File: src/rtl/i2c_shf_pkg.sv
package i2c_shf_pkg;
  parameter int unsigned SHF_W_DEF = 8;

  function automatic int unsigned cnt_bits(input int unsigned w);
    return (w <= 2) ? 1 : $clog2(w);
  endfunction
endpackage

File: src/rtl/shf_sample_hold.sv
module shf_sample_hold (
  input  logic clk,
  input  logic rst_n,
  input  logic sample_stb,
  input  logic sda_in,
  input  logic scl_level,
  input  logic flush,
  output logic pend_bit,
  output logic commit
);
  logic pend_vld;

  always_ff @(posedge clk) begin
    if (!rst_n) begin
      pend_vld <= 1'b0;
      pend_bit <= 1'b1;
    end else if (flush) begin
      pend_vld <= 1'b0;
    end else if (sample_stb) begin
      pend_vld <= 1'b1;
      pend_bit <= sda_in;
    end else if (commit) begin
      pend_vld <= 1'b0;
    end
  end

  // a recorded bit is released into the register only during SCL low
  assign commit = pend_vld & ~scl_level;
endmodule

File: src/rtl/shf_bit_counter.sv
module shf_bit_counter #(
  parameter int unsigned W = i2c_shf_pkg::SHF_W_DEF
) (
  input  logic clk,
  input  logic rst_n,
  input  logic clear,
  input  logic step,
  output logic done
);
  localparam int unsigned CW = i2c_shf_pkg::cnt_bits(W);
  localparam logic [CW-1:0] LAST = CW'(W - 1);

  logic [CW-1:0] cnt;

  always_ff @(posedge clk) begin
    if (!rst_n || clear) begin
      cnt  <= '0;
      done <= 1'b0;
    end else if (step) begin
      cnt  <= (cnt == LAST) ? '0 : cnt + 1'b1;
      done <= (cnt == LAST);
    end else begin
      done <= 1'b0;
    end
  end
endmodule

File: src/rtl/shf_data_reg.sv
module shf_data_reg #(
  parameter int unsigned W = i2c_shf_pkg::SHF_W_DEF
) (
  input  logic         clk,
  input  logic         rst_n,
  input  logic         load,
  input  logic [W-1:0] load_data,
  input  logic         shift,
  input  logic         shift_bit,
  output logic [W-1:0] q
);
  always_ff @(posedge clk) begin
    if (!rst_n)      q <= '1;
    else if (load)   q <= load_data;
    else if (shift)  q <= {q[W-2:0], shift_bit};
  end
endmodule

File: src/rtl/i2c_byte_shifter.sv
module i2c_byte_shifter #(
  parameter int unsigned W = i2c_shf_pkg::SHF_W_DEF
) (
  input  logic         clk,
  input  logic         rst_n,
  input  logic         load_valid,
  output logic         load_ready,
  input  logic [W-1:0] load_data,
  input  logic         scl_level,
  input  logic         sample_stb,
  input  logic         sda_in,
  output logic         sda_out,
  output logic [W-1:0] rd_data,
  output logic         byte_done
);
  logic load_fire;
  logic commit;
  logic pend_bit;
  logic do_shift;

  assign load_ready = ~scl_level;
  assign load_fire  = load_valid & load_ready;
  // load has priority; a colliding recorded bit is dropped
  assign do_shift   = commit & ~load_fire;

  shf_sample_hold u_hold (
    .clk(clk), .rst_n(rst_n), .sample_stb(sample_stb), .sda_in(sda_in),
    .scl_level(scl_level), .flush(load_fire), .pend_bit(pend_bit), .commit(commit)
  );

  shf_bit_counter #(.W(W)) u_cnt (
    .clk(clk), .rst_n(rst_n), .clear(load_fire), .step(do_shift), .done(byte_done)
  );

  shf_data_reg #(.W(W)) u_reg (
    .clk(clk), .rst_n(rst_n), .load(load_fire), .load_data(load_data),
    .shift(do_shift), .shift_bit(pend_bit), .q(rd_data)
  );

  assign sda_out = rd_data[W-1];
endmodule

File: config.mk
export PLATFORM = sky130hd
export DESIGN_NAME = i2c_byte_shifter
export DESIGN_NICKNAME = d
export VERILOG_FILES = /design/src/rtl/i2c_shf_pkg.sv /design/src/rtl/shf_sample_hold.sv /design/src/rtl/shf_bit_counter.sv /design/src/rtl/shf_data_reg.sv /design/src/rtl/i2c_byte_shifter.sv
export SDC_FILE = /design/constraint.sdc
export NUM_CORES = 1
export LEC_CHECK = 0
export BUFFER_PORTS_ARGS = -buffer_cell sky130_fd_sc_hd__buf_2
export CAP_MARGIN = 15
export CORE_AREA = 2 2 39 41
export CTS_BUF_LIST = sky130_fd_sc_hd__clkbuf_8
export DETAILED_ROUTE_END_ITERATION = 8
export DIE_AREA = 0 0 41 43
export PLACE_DENSITY_LB_ADDON = 0.1
export SKIP_LAST_GASP = 1
export SYNTH_ARGS = -nofsm -noshare
export SYNTH_HDL_FRONTEND = slang
export SYNTH_SLANG_ARGS = --single-unit
File: constraint.sdc
create_clock -name clk -period 1.2 [get_ports clk]
set_input_delay 0.06 -clock clk [delete_from_list [all_inputs] [get_ports clk]]
set_output_delay 0.06 -clock clk [all_outputs]
set_load 0.05 [all_outputs]
# Word level (Yosys, flattened, before mapping)
# Index checks and enable logic that the tools add are counted.
# word_totals
in_bits,14
register_bits,14
wordCells,26
# classes
eq_ne,1
bitwise_logic,7
muxes,5
add_sub_neg,1
n_reduce_logical,7
# op_table
op,n
$mux 8,2
$not 1->1,4
$reduce_bool 2->1,2
$reduce_or 2->1,2
$add 3x1->3 const B,1
$and 1x1->1,3
$eq 3x3->1 const B,1
$mux 3,1
$mux 1,2
$reduce_and 2->1,1
$logic_not 1->1,1
$logic_or 1x1->1,1

# Depth between registers and ports, before layout
# Gate-level depths: netlist of the first run.
# depth
depth_word,6
ltp_mapped,5
mapped_depth_nobuf,5

# Cells and area by module
# Synthesis of the first run repeated with hierarchy kept, for this count alone.
# unflattened
cells_unflattened,65
hier_area_um2,698.2
# by_module_without_submodules
module,seq_area_each_um2,n_inst,cells_each,area_each_um2
shf_data_reg,160.2,1,35,395.4
shf_bit_counter,80.1,1,17,175.2
shf_sample_hold,40.0,1,9,93.8
i2c_byte_shifter,0.0,1,4,33.8

# Worst setup path before layout of the first run
# OpenSTA, ideal clock, no wires.
# synth_path
path_kind,register to register
from,register u_cnt.cnt[0]
to,register u_cnt.cnt[2]
stages_incl_launch_ff,5
slack_ps,115
setup_time_ps,118
arrival_ps,967
cell_sequence,dfxtp_1 -> ha_1 -> ha_1 -> a22oi_1 -> nor2b_1
# synth_between
elab_chain_cells,2
elab_cells_between_ends,3
classes_between,add/sub: 1; eq/ne: 1; mux: 1
# synth_lines
item,line,text
"start, declared",shf_bit_counter.sv:13,logic [CW-1:0] cnt;
"start signal, assigned",shf_bit_counter.sv:20,cnt <= (cnt == LAST) ? '0 : cnt + 1'b1;
$add 3x1->3 / $eq 3x3->1 (equally long branches),shf_bit_counter.sv:20,
$mux 3 (*),shf_bit_counter.sv:20,
# Every way passes the cells marked *; elsewhere a longest branch is shown, timed or not.
# A chain may end at the register's enable or synchronous reset.

# Final worst setup path of the first run
# Same ends and word-level chain as after synthesis.

==> results of run 1 <==
## cells by family (layout without fill, tap and decap cells)
group           after synthesis  in the layout  synth area share [%]
fa+ha+maj                     2              2                  4.06
simple gates                 42             42                  34.1
flops                        14             14                  45.4
compound gates                7              7                  9.13
buf+inv                       6             30                  7.30
## layer usage
metal  wire [µm]  track usage [%]
met1         559             19.9
met2         515             24.4
met3          75             9.42
met4          19             6.00
met5           0                0
## cells in the final DEF, fill, tap and decap left out, types with 2 or more instances in the layout
cell and n:
a22oi_1 2, buf_4 2, clkbuf_8 3, buf_2 24, dfxtp_1 14, nand2_1 24, nor2b_1 4, a22oi_2 2
nand4_1 8, ha_1 2
## flip-flops by register name, indices dropped and copies added (netlist names)
register         count
u_cnt.done           1
u_cnt.cnt            3
u_hold.pend_bit      1
u_hold.pend_vld      1
u_reg.q              8
## what timing repair did
item	in CTS	in global routing
endpoints found under the setup margin	0	1
hold buffers	0	0
gates resized for setup	0	1
endpoints found under the hold margin	0	0
## how the worst max path moves through the flow
stage / end / slack (ns) / cells after the start
3_3_place_gp: u_cnt.cnt[2]$_SDFFE_PP0P_ / 0.09 / 4
4_1_cts: u_cnt.cnt[2]$_SDFFE_PP0P_ / 0.06 / 4
3_5_place_dp: u_cnt.cnt[2]$_SDFFE_PP0P_ / 0.07 / 4
5_1_grt: u_cnt.cnt[2]$_SDFFE_PP0P_ / 0.005 / 4
6_report: u_cnt.cnt[2]$_SDFFE_PP0P_ / 0.08 / 4
2_1_floorplan: u_cnt.cnt[2]$_SDFFE_PP0P_ / 0.11 / 4
## cell type report
cell class              count  share of cell area (%)
multi-input cells          51                    38.2
flip-flops and latches     14                    36.1
repair buffers             26                    17.4
clock buffers               3                    5.31
well taps                  16                    2.58
inverters                   1                   0.483
## metrics by stage
stage               std cells  power [W]  hold slack [ns]  worst slack (ns)
floorplan                  71   0.000685            0.188             0.115
global placement          108   0.000735            0.278            0.0947
detailed placement        108   0.000736            0.281            0.0653
CTS                       111    0.00112           0.0246            0.0597
global route              111    0.00116           0.0349           0.00505
finish                    111    0.00111           0.0274            0.0798
## worst max-delay path, delay by kind of cell, from the launching register on
| family | cells | cell delay (ns) |
|---|---|---|
| compound gates | 1 | 0.15 |
| fa+ha+maj | 2 | 0.48 |
| flops | 1 | 0.33 |
| simple gates | 1 | 0.06 |
## power groups by stage
stage | Clock (W) | Sequential, W | Combinational [W]
after global routing | 0.000419 | 0.000515 | 0.000230
after global placement | 0 | 0.000520 | 0.000215
final | 0.000387 | 0.000511 | 0.000215
after floorplan | 0 | 0.000595 | 0.0000900
after detailed placement | 0 | 0.000520 | 0.000216
after CTS | 0.000394 | 0.000511 | 0.000217
==> summary.md, run 1 <==
| Metric | Value |
|---|---|
| PD cells | `1430 mW/mm²` |
| Post-Syn Instances | `71` |
| # setup viols final | `0` |
| Max Transition Viols Final | `0` |
| Yosys cell types | `20` |
| Global route overflow | `0` |
| Final wirelength | `1170 µm` |
| Tcrit/Tclk final | `93.3%` |
| Slowest Stage Delay on Critical Path | `0.33 ns` |
| Fillers | `136` |
| Share of Yosys cell area claimed by the top area cell type | `45.4%` |
| Reg-to-reg slack, setup | `0.08 ns` |
| Root buffer cell | `clkbuf_8` |
| Final Hold Fails | `0` |
| Flip-flop and latch area | `280 µm²` |
| Final ANT Viol Nets | `0` |
| Vias in the first global route | `475` |
| Critical path arrival | `1.26 ns` |
| Die area | `0.00176 mm²` |
| Post-CTS setup buffer count | `0` |
| CTS buffer count | `3` |
| Clock-pin slew on the worst setup and hold paths | `0.06 ns` |
| Reg power frac | `45.9%` |
| Vias per cell | `4.84` |
| CP startpoint kind | `flop` |
| Cell with the most instances after synthesis | `nand2_1` |
| Worst Hold Launch | `load_data[1]` |
| # diodes | `0` |
| Internal power | `0.000780 W` |
| Yosys reg bits | `14` |
| Worst R2R Path Depth | `4` |
| R2r startpoint | `u_cnt.cnt[0]$_SDFFE_PP0P_` |
| Worst vdd ir | `0.000726 V` |
| Synthesized Nets | `87` |
| Drt pass-1 iters | `3` |
| Clock sink total | `14` |
| Starting density of the core | `44.6%` |
| Worst path cell trace | `ha_1 -> ha_1 -> a22oi_2 -> nor2b_1` |
| Final core utilization | `56.1%` |
| Mapped Area | `617 µm²` |
| F_max | `0.893 GHz` |
| Hold Path End | `u_reg.q[1]$_SDFFE_PN1P_` |
| Clock Power Share | `34.7%` |
| Cell taking the most area after synthesis | `dfxtp_1` |
| Switch Pwr | `0.000334 W` |
| Commonest cells post-synth | `nand2_1, dfxtp_1, nand4_1` |
| Max FO, Critical Path | `3` |
| Reg-to-Reg End | `u_cnt.cnt[2]$_SDFFE_PP0P_` |
| Worst slew margin | `59.9%` |
| Number of max-cap violations | `0` |
| Critical path type | `flop to flop` |
| Origin of the worst setup path | `u_cnt.cnt[0]$_SDFFE_PP0P_` |
| Die Ht | `43 µm` |
| CTS tree | `done` |
| GP Congestion | `0.683` |
| Post-DP Area | `731 µm²` |
| Site Rows | `14` |
| Seq/Total Area, Yosys | `45.4%` |
| Async SR Flop Fraction | `0%` |
| Status | `finished, final reports clean` |
| Clock Latency Late Sink | `0.25 ns` |
| Tot GR Track Use | `16.8%` |
| Hold Path Depth | `3` |
| Post-Layout Inst Area | `777 µm²` |
| Area growth syn-to-layout | `26.0%` |
| Vias post-DR | `537` |
| Nets@finish | `113` |
| Leak | `0.358 nW` |
| Fin crit period | `1.12 ns` |
| Actual slew at the worst max-slew pin | `0.601 ns` |
| Crit path top cell by count | `ha_1` |
| Drt initial violations | `5` |
| Worst Hold Class | `primary input to flop` |
| RSZ-0062 raised after global routing | `no` |
| CP endpoint kind | `flop` |
| Core Footprint | `0.00138 mm²` |
| Max clock buf depth | `2` |
| YS warnings | `0` |
| Htree depth | `1` |
| First-pass GRT wire length | `1950 µm` |
| Largest net degree at the start of global routing | `15` |
| IO Port Bufs | `24` |
| Multi-input gate area | `297 µm²` |
| Switching share of power | `30.0%` |
| CP max stage cell | `dfxtp_1` |
| Setup TNS | `0 ns` |
| Avg Inst Size Synth | `8.69 µm²` |
| Number of flops mapped to enable cells by yosys | `0` |
| Post-DR wirelength/cell | `10.5 µm` |
| Post-DP HPWL | `823 µm` |
| DRC Markers | `0` |
| Share of cells above drive strength 1 | `35.8%` |
| IO Count | `25` |
| Clock Skews | `0.00157 ns` |
| Die X | `41 µm` |
| Critical Path RT | `1.34 ns` |
| Initial antenna violation count | `0` |
| Ys flop type | `dfxtp_1` |
| Main area contributors after synthesis | `dfxtp_1, nand2_1, nand4_1` |
| Comb pwr share | `19.3%` |
Power figures use the tool's default switching activity.
==> run 2: changes to the inputs <==
==> constraint.sdc (replaced) <==
create_clock -name clk -period 1.1 [get_ports clk]
set_input_delay 0.055 -clock clk [delete_from_list [all_inputs] [get_ports clk]]
set_output_delay 0.055 -clock clk [all_outputs]
set_load 0.05 [all_outputs]
==> run 2 against run 1 <==
  * Sequential share of layout area decreased by 3.1 points
  * Count of clock-buffer cells in the layout increased by 1
  * Cell count increased by 4.5%
  * Clock skew increased by 0.0032 ns
  * Combinational power increased by 18%
  * Setup slack got worse by 0.031 ns
  * Global-route usage increased by 2.8 points
  * Clock power increased by 30%
  * Power increased by 18%
  * Largest cell class unchanged
  * Largest power group unchanged
  * Highest routed layer unchanged
==> summary.md, run 2 (synthesis results as in run 1) <==
| Metric | Value |
|---|---|
| DRC Markers | `0 (unchanged)` |
| CP startpoint kind | `flop` |
| Vias per cell | `4.91 (+1.6%)` |
| GRT met1 Usage | `24.8% (+4.9 points)` |
| Crit path top cell by count | `ha_4` |
| Number of max-cap violations | `0 (unchanged)` |
| Post-Layout Inst Area | `865 µm² (+11%)` |
| Hold Path End | `u_reg.q[3]$_SDFFE_PN1P_` |
| Critical path type | `flop to flop` |
| IO Port Bufs | `24 (unchanged)` |
| Worst vdd ir | `0.00103 V (+42%)` |
| GP Congestion | `0.691 (+1.2%)` |
| Initial antenna violation count | `0 (unchanged)` |
| Worst Hold Class | `primary input to flop` |
| Vias in the first global route | `562 (+18%)` |
| IO Count | `25 (unchanged)` |
| Largest net degree at the start of global routing | `15 (unchanged)` |
| PD cells | `1520 mW/mm² (+6.0%)` |
| Critical path's top delay family | `adder cells` |
| Post-DP Area | `738 µm² (+1.0%)` |
| R2r startpoint | `u_cnt.cnt[0]$_SDFFE_PP0P_` |
| Share of cells above drive strength 1 | `43.0% (+7.2 points)` |
| Max Transition Viols Final | `0 (unchanged)` |
| Clock-pin slew on the worst setup and hold paths | `0.06 ns (about the same)` |
| CTS tree | `done` |
| Die area | `0.00176 mm² (unchanged)` |
| Core Footprint | `0.00138 mm² (unchanged)` |
| Critical path arrival | `1.18 ns (-0.08 ns)` |
| Slowest Stage Delay on Critical Path | `0.36 ns (+0.03 ns)` |
| CTS buffer count | `3 (unchanged)` |
| WP buf/inv | `0 (unchanged)` |
| Post-DP HPWL | `846 µm (+2.8%)` |
| Actual slew at the worst max-slew pin | `0.615 ns (+0.0138 ns)` |
| Clock sink total | `14 (unchanged)` |
| Top reg by flops | `u_reg.q` |
| Met3 usage | `4.71% (-4.7 points)` |
| Drt initial violations | `9 (+4)` |
| Comb pwr share | `19.4% (about the same)` |
| Critical Path RT | `1.23 ns (-0.11 ns)` |
| Final core utilization | `62.5% (+6.3 points)` |
| Final Hold Fails | `0 (unchanged)` |
| Nets@finish | `117 (+3.5%)` |
| First-pass GRT wire length | `2350 µm (+21%)` |
| Starting density of the core | `44.6% (unchanged)` |
| Site Rows | `14 (unchanged)` |
| Switch Pwr | `0.000379 W (+14%)` |
| Clock Skews | `0.00473 ns (+0.00317 ns)` |
| Worst path cell trace | `ha_4 -> ha_4 -> a22oi_2 -> nor2b_1` |
| Worst slew margin | `58.9% (-0.92 points)` |
| Internal power | `0.000934 W (+20%)` |
| Htree depth | `1 (unchanged)` |
| Reg power frac | `42.2% (-3.7 points)` |
| Die Ht | `43 µm (unchanged)` |
| Leak | `0.386 nW (+7.8%)` |
| GR met2 Demand/Resource | `30.3% (+5.9 points)` |
| Tcrit/Tclk final | `95.6% (+2.2 points)` |
| Drt pass-1 iters | `4 (+1)` |
| # diodes | `0 (unchanged)` |
| CP max stage cell | `dfxtp_4` |
| Area growth syn-to-layout | `40.2%` |
| Fin worst setup slack | `0.0486 ns (-0.0312 ns)` |
| Hold buffers post-CTS | `0 (unchanged)` |
| Commonest non-fill, non-tap cells in the layout | `nand2_1, buf_2, dfxtp_1, nand4_1, buf_4` |
| Worst Hold Launch | `load_data[3]` |
| F_max | `0.951 GHz (+6.5%)` |
| Largest register FFs | `8 (unchanged)` |
| Global route hottest layer | `met2` |
| Max FO, Critical Path | `2 (-1)` |
| Largest registers | `u_reg.q: 8 flops, u_cnt.cnt: 3 flops` |
| Fin crit period | `1.05 ns (-0.0688 ns)` |
| Die X | `41 µm (unchanged)` |
| Final Power | `0.00131 W (+18%)` |
| Worst R2R Path Depth | `4 (unchanged)` |
| Switching share of power | `28.9% (-1.1 points)` |
| Hold Path Depth | `3 (unchanged)` |
| Global route overflow | `0 (unchanged)` |
| Final ANT Viol Nets | `0 (unchanged)` |
| Place WS | `-0.256 ns (-0.322 ns)` |
| Fillers | `116 (-15%)` |
| Reg-to-reg slack, setup | `0.05 ns (-0.03 ns)` |
| Tot GR Track Use | `19.6% (+2.8 points)` |
| Post-DR wirelength/cell | `11.8 µm (+12%)` |
| Max clock buf depth | `2 (unchanged)` |
| Status | `finished, final reports clean` |
| Reg-to-Reg End | `u_cnt.cnt[2]$_SDFFE_PP0P_` |
| CP endpoint kind | `flop` |
| Vias post-DR | `570 (+6.1%)` |
| RSZ-0062 raised after global routing | `no` |
| Clock Latency Late Sink | `0.24 ns (about the same)` |
| Clock Power Share | `38.4% (+3.7 points)` |
| Final wirelength | `1370 µm (+18%)` |
| # setup viols final | `0 (unchanged)` |
| Root buffer cell | `clkbuf_8` |
run 2: cell types whose count changed in the layout (fill, tap and decap cells not counted), moves of 2 or more:
cell     before  now
buf_4         2    6
dfxtp_1      14   12
ha_1          2    0
ha_4          0    2
run 2: how the worst max path moves through the flow:
stage / from / depth (start not counted) / to
3_5_place_dp: u_hold.pend_vld$_SDFFE_PP0P_ / 3 / u_cnt.cnt[2]$_SDFFE_PP0P_
2_1_floorplan: u_cnt.cnt[0]$_SDFFE_PP0P_ / 4 / u_cnt.cnt[2]$_SDFFE_PP0P_
4_1_cts: u_cnt.cnt[1]$_SDFFE_PP0P_ / 4 / u_cnt.cnt[2]$_SDFFE_PP0P_
5_1_grt: u_cnt.cnt[0]$_SDFFE_PP0P_ / 4 / u_cnt.cnt[2]$_SDFFE_PP0P_
3_3_place_gp: u_hold.pend_vld$_SDFFE_PP0P_ / 3 / u_cnt.cnt[1]$_SDFFE_PP0P_
6_report: u_cnt.cnt[0]$_SDFFE_PP0P_ / 4 / u_cnt.cnt[2]$_SDFFE_PP0P_
run 2: tightest hold or removal path, stage by stage:
cell	delay (ns)
buf_2	0.07
nand2_1	0.04
nand4_1	0.07
run 2: area by class of cell:
class / instances / area, µm² / share of cell area, %
inverters: 1 / 3.75 / 0.434
well taps: 16 / 20.0 / 2.32
flip-flops and latches: 14 / 285 / 33.0
repair buffers: 30 / 165 / 19.1
clock buffers: 4 / 55.1 / 6.37
multi-input cells: 51 / 335 / 38.8
run 2: layer usage:
metal / routed length [µm] / vias to the layer above
li1: - / 297
met3: 51 / 2
met4: 9 / 0
met5: 0 / -
met2: 645 / 11
met1: 667 / 260
run 2: stage by stage:
stage                     hold slack, ns  TNS, ns  std cells
after floorplan                    0.183        0         71
after global placement             0.273    -1.15        109
after detailed placement           0.280    -1.75        109
after CTS                         0.0265        0        116
after global routing              0.0427        0        116
final                             0.0266        0        116
run 2: power groups by stage:
stage	registers, W	clock network, W	logic [W]
global route	0.000558	0.000541	0.000276
global placement	0.000566	0	0.000241
detailed placement	0.000565	0	0.000243
finish	0.000555	0.000504	0.000254
CTS	0.000556	0.000512	0.000256
floorplan	0.000649	0	0.0000982
run 2: what timing repair did:
item | CTS | global route
gates resized for setup | 7 | 2
pin swaps | 2 | 4
endpoints found under the setup margin | 12 | 3
buffers inserted | 3 | 0
==> run 3: changes to the inputs <==
--- a/config.mk
+++ b/config.mk
@@ -7,11 +7,12 @@
 export LEC_CHECK = 0
 export BUFFER_PORTS_ARGS = -buffer_cell sky130_fd_sc_hd__buf_2
 export CAP_MARGIN = 15
-export CORE_AREA = 2 2 39 41
+export CORE_AREA = 2 2 43 45
 export CTS_BUF_LIST = sky130_fd_sc_hd__clkbuf_8
 export DETAILED_ROUTE_END_ITERATION = 8
-export DIE_AREA = 0 0 41 43
+export DIE_AREA = 0 0 45 47
 export PLACE_DENSITY_LB_ADDON = 0.1
+export REMOVE_ABC_BUFFERS = 1
 export SKIP_LAST_GASP = 1
 export SYNTH_ARGS = -nofsm -noshare
 export SYNTH_HDL_FRONTEND = slang
==> run 3 against run 2 <==
  * Cell count increased by 0.86%
  * Global-route usage decreased by 4.9 points
  * Combinational power increased by 6%
  * Power increased by 1.6%
  * Largest power group unchanged
  * Highest routed layer unchanged
==> summary.md, run 3 (synthesis results as in run 1) <==
| Metric | Value |
|---|---|
| Drt initial violations | `4 (-5)` |
| Clock Skews | `0.00108 ns (-0.00365 ns)` |
| Share of cells above drive strength 1 | `42.0% (-1.0 points)` |
| CTS buffer count | `3 (unchanged)` |
| Commonest non-fill, non-tap cells in the layout | `nand2_1, buf_2, dfxtp_1, nand4_1` |
| Slowest Stage Delay on Critical Path | `0.33 ns (-0.03 ns)` |
| First-pass GRT wire length | `2160 µm (-8.2%)` |
| Post-DR wirelength/cell | `11.5 µm (-2.5%)` |
| Clock Latency Late Sink | `0.25 ns (about the same)` |
| Fin crit period | `1.06 ns (+0.00920 ns)` |
| Final wirelength | `1350 µm (-1.7%)` |
| Largest register FFs | `8 (unchanged)` |
| Initial antenna violation count | `0 (unchanged)` |
| Placed insts | `111 (+1.8%)` |
| Die X | `45 µm (+9.8%)` |
| Root buffer cell | `clkbuf_8` |
| Largest net degree at the start of global routing | `15 (unchanged)` |
| Site Rows | `15 (+1)` |
| Max Transition Viols Final | `0 (unchanged)` |
| # diodes | `0 (unchanged)` |
| Starting density of the core | `37.3% (-7.2 points)` |
| Final cell count without fillers | `117 (+0.86%)` |
| Tcrit/Tclk final | `96.4% (+0.84 points)` |
| Worst Hold Launch | `load_data[0]` |
| R2r startpoint | `u_cnt.cnt[1]$_SDFFE_PP0P_` |
| Nets@finish | `117 (unchanged)` |
| IO Port Bufs | `24 (unchanged)` |
| Largest registers | `u_reg.q: 8 flops, u_cnt.cnt: 3 flops` |
| Worst vdd ir | `0.000999 V (-2.8%)` |
| Leak | `0.392 nW (+1.5%)` |
| Reg-to-Reg End | `u_cnt.cnt[2]$_SDFFE_PP0P_` |
| Global route overflow | `0 (unchanged)` |
| Final Hold Fails | `0 (unchanged)` |
| Area growth syn-to-layout | `43.8%` |
| Htree depth | `1 (unchanged)` |
| Vias in the first global route | `510 (-9.3%)` |
| PD cells | `1500 mW/mm² (-0.97%)` |
| Top reg by flops | `u_reg.q` |
| Critical path's top delay family | `adder cells` |
| Max FO, Critical Path | `2 (unchanged)` |
| Status | `finished, final reports clean` |
| GP Congestion | `0.735 (+6.5%)` |
| RSZ-0062 raised after global routing | `no` |
| Worst Hold Class | `primary input to flop` |
| Hold Path Depth | `3 (unchanged)` |
| Clock-pin slew on the worst setup and hold paths | `0.06 ns (about the same)` |
| Reg-to-reg slack, setup | `0.04 ns (about the same)` |
| Setup TNS | `0 ns (unchanged)` |
| Vias post-DR | `577 (+1.2%)` |
| IO Count | `25 (unchanged)` |
| Drt pass-1 iters | `2 (-2)` |
| Post-DP HPWL | `878 µm (+3.8%)` |
| Critical path arrival | `1.20 ns (+0.02 ns)` |
| Crit path top cell by count | `ha_4` |
| Die area | `0.00212 mm² (+20%)` |
| Clock sink total | `14 (unchanged)` |
| Worst path cell trace | `ha_4 -> ha_4 -> a22oi_2 -> nor2b_1` |
| CP startpoint kind | `flop` |
| CP max stage cell | `dfxtp_1` |
| Max clock buf depth | `2 (unchanged)` |
| Fillers | `152 (+31%)` |
| # setup viols final | `0 (unchanged)` |
| Hold buffers post-CTS | `0 (unchanged)` |
| DRC Markers | `0 (unchanged)` |
| Core Footprint | `0.00165 mm² (+19%)` |
| Critical Path RT | `1.24 ns (about the same)` |
| Final ANT Viol Nets | `0 (unchanged)` |
| WP buf/inv | `0 (unchanged)` |
| CP endpoint kind | `flop` |
| Tot GR Track Use | `14.7% (-4.9 points)` |
| Hold Path End | `u_reg.q[0]$_SDFFE_PN1P_` |
| Die Ht | `47 µm (+9.3%)` |
| Critical path type | `flop to flop` |
| Worst R2R Path Depth | `4 (unchanged)` |
| Worst slew margin | `56.9% (-2.0 points)` |
| Number of max-cap violations | `0 (unchanged)` |
| Vias per cell | `4.93 (+0.36%)` |
| Actual slew at the worst max-slew pin | `0.645 ns (+0.0300 ns)` |
| F_max | `0.943 GHz (-0.87%)` |
| CTS tree | `done` |
## run 3: final cells by class
| type | count | area (µm²) | area share, % |
|---|---|---|---|
| multi-input cells | 51 | 335 | 37.8 |
| flip-flops and latches | 14 | 282 | 31.7 |
| repair buffers | 30 | 190 | 21.4 |
| clock buffers | 4 | 55.1 | 6.21 |
| well taps | 17 | 21.3 | 2.40 |
| inverters | 1 | 3.75 | 0.423 |
## run 3: metal layers
layer / track usage [%] / vias up / share of wire [%]
li1: - / 299 / -
met1: 16.9 / 256 / 45
met2: 23.7 / 19 / 46
met3: 7.31 / 3 / 7.3
met4: 5.29 / 0 / 1.3
met5: 0 / - / 0
## run 3: worst reg2reg max path: cells and delay by family (launching register included)
family | cells | cell delay [ns]
fa+ha+maj | 2 | 0.40
flops | 1 | 0.33
compound gates | 1 | 0.17
simple gates | 1 | 0.06
## run 3: timing repair
item | in CTS | in global routing
pin swaps | 0 | 3
setup buffers | 1 | 1
gates resized for setup | 2 | 5
hold endpoints to repair | 0 | 0
endpoints found under the setup margin | 12 | 3
## run 3: worst max path at each step
| stage | startpoint | to | cells past startpoint |
|---|---|---|---|
| 2_1_floorplan | u_reg.q[7]$_SDFFE_PN1P_ | u_reg.q[7]$_SDFFE_PN1P_ | 2 |
| 3_3_place_gp | u_hold.pend_vld$_SDFFE_PP0P_ | u_cnt.cnt[1]$_SDFFE_PP0P_ | 3 |
| 3_5_place_dp | u_hold.pend_vld$_SDFFE_PP0P_ | u_cnt.cnt[2]$_SDFFE_PP0P_ | 3 |
| 4_1_cts | u_cnt.cnt[0]$_SDFFE_PP0P_ | u_cnt.cnt[2]$_SDFFE_PP0P_ | 4 |
| 5_1_grt | u_cnt.cnt[1]$_SDFFE_PP0P_ | u_cnt.cnt[2]$_SDFFE_PP0P_ | 4 |
| 6_report | u_cnt.cnt[1]$_SDFFE_PP0P_ | u_cnt.cnt[2]$_SDFFE_PP0P_ | 4 |
## run 3: where the power goes
group	internal, W	leakage (nW)	switching (W)
Clock	0.000318	0.0288	0.000190
Combinational	0.0000941	0.248	0.000176
Sequential	0.000537	0.116	0.0000193
Total	0.000949	0.392	0.000385
## run 3: through the flow
| stage | power [W] | utilization (%) | worst slack (ns) | hold WS, ns | cell area (µm²) |
|---|---|---|---|---|---|
| final | 0.00133 | 53.7 | 0.0394 | 0.0193 | 887 |
| after global routing | 0.00140 | 53.7 | 0.00272 | 0.0366 | 887 |
| after CTS | 0.00134 | 50.6 | -0.0183 | 0.0184 | 836 |
| after detailed placement | 0.000813 | 45.2 | -0.249 | 0.280 | 747 |
| after global placement | 0.000812 | 45.2 | -0.184 | 0.275 | 747 |
| after floorplan | 0.000728 | - | -0.0974 | 0.129 | 576 |
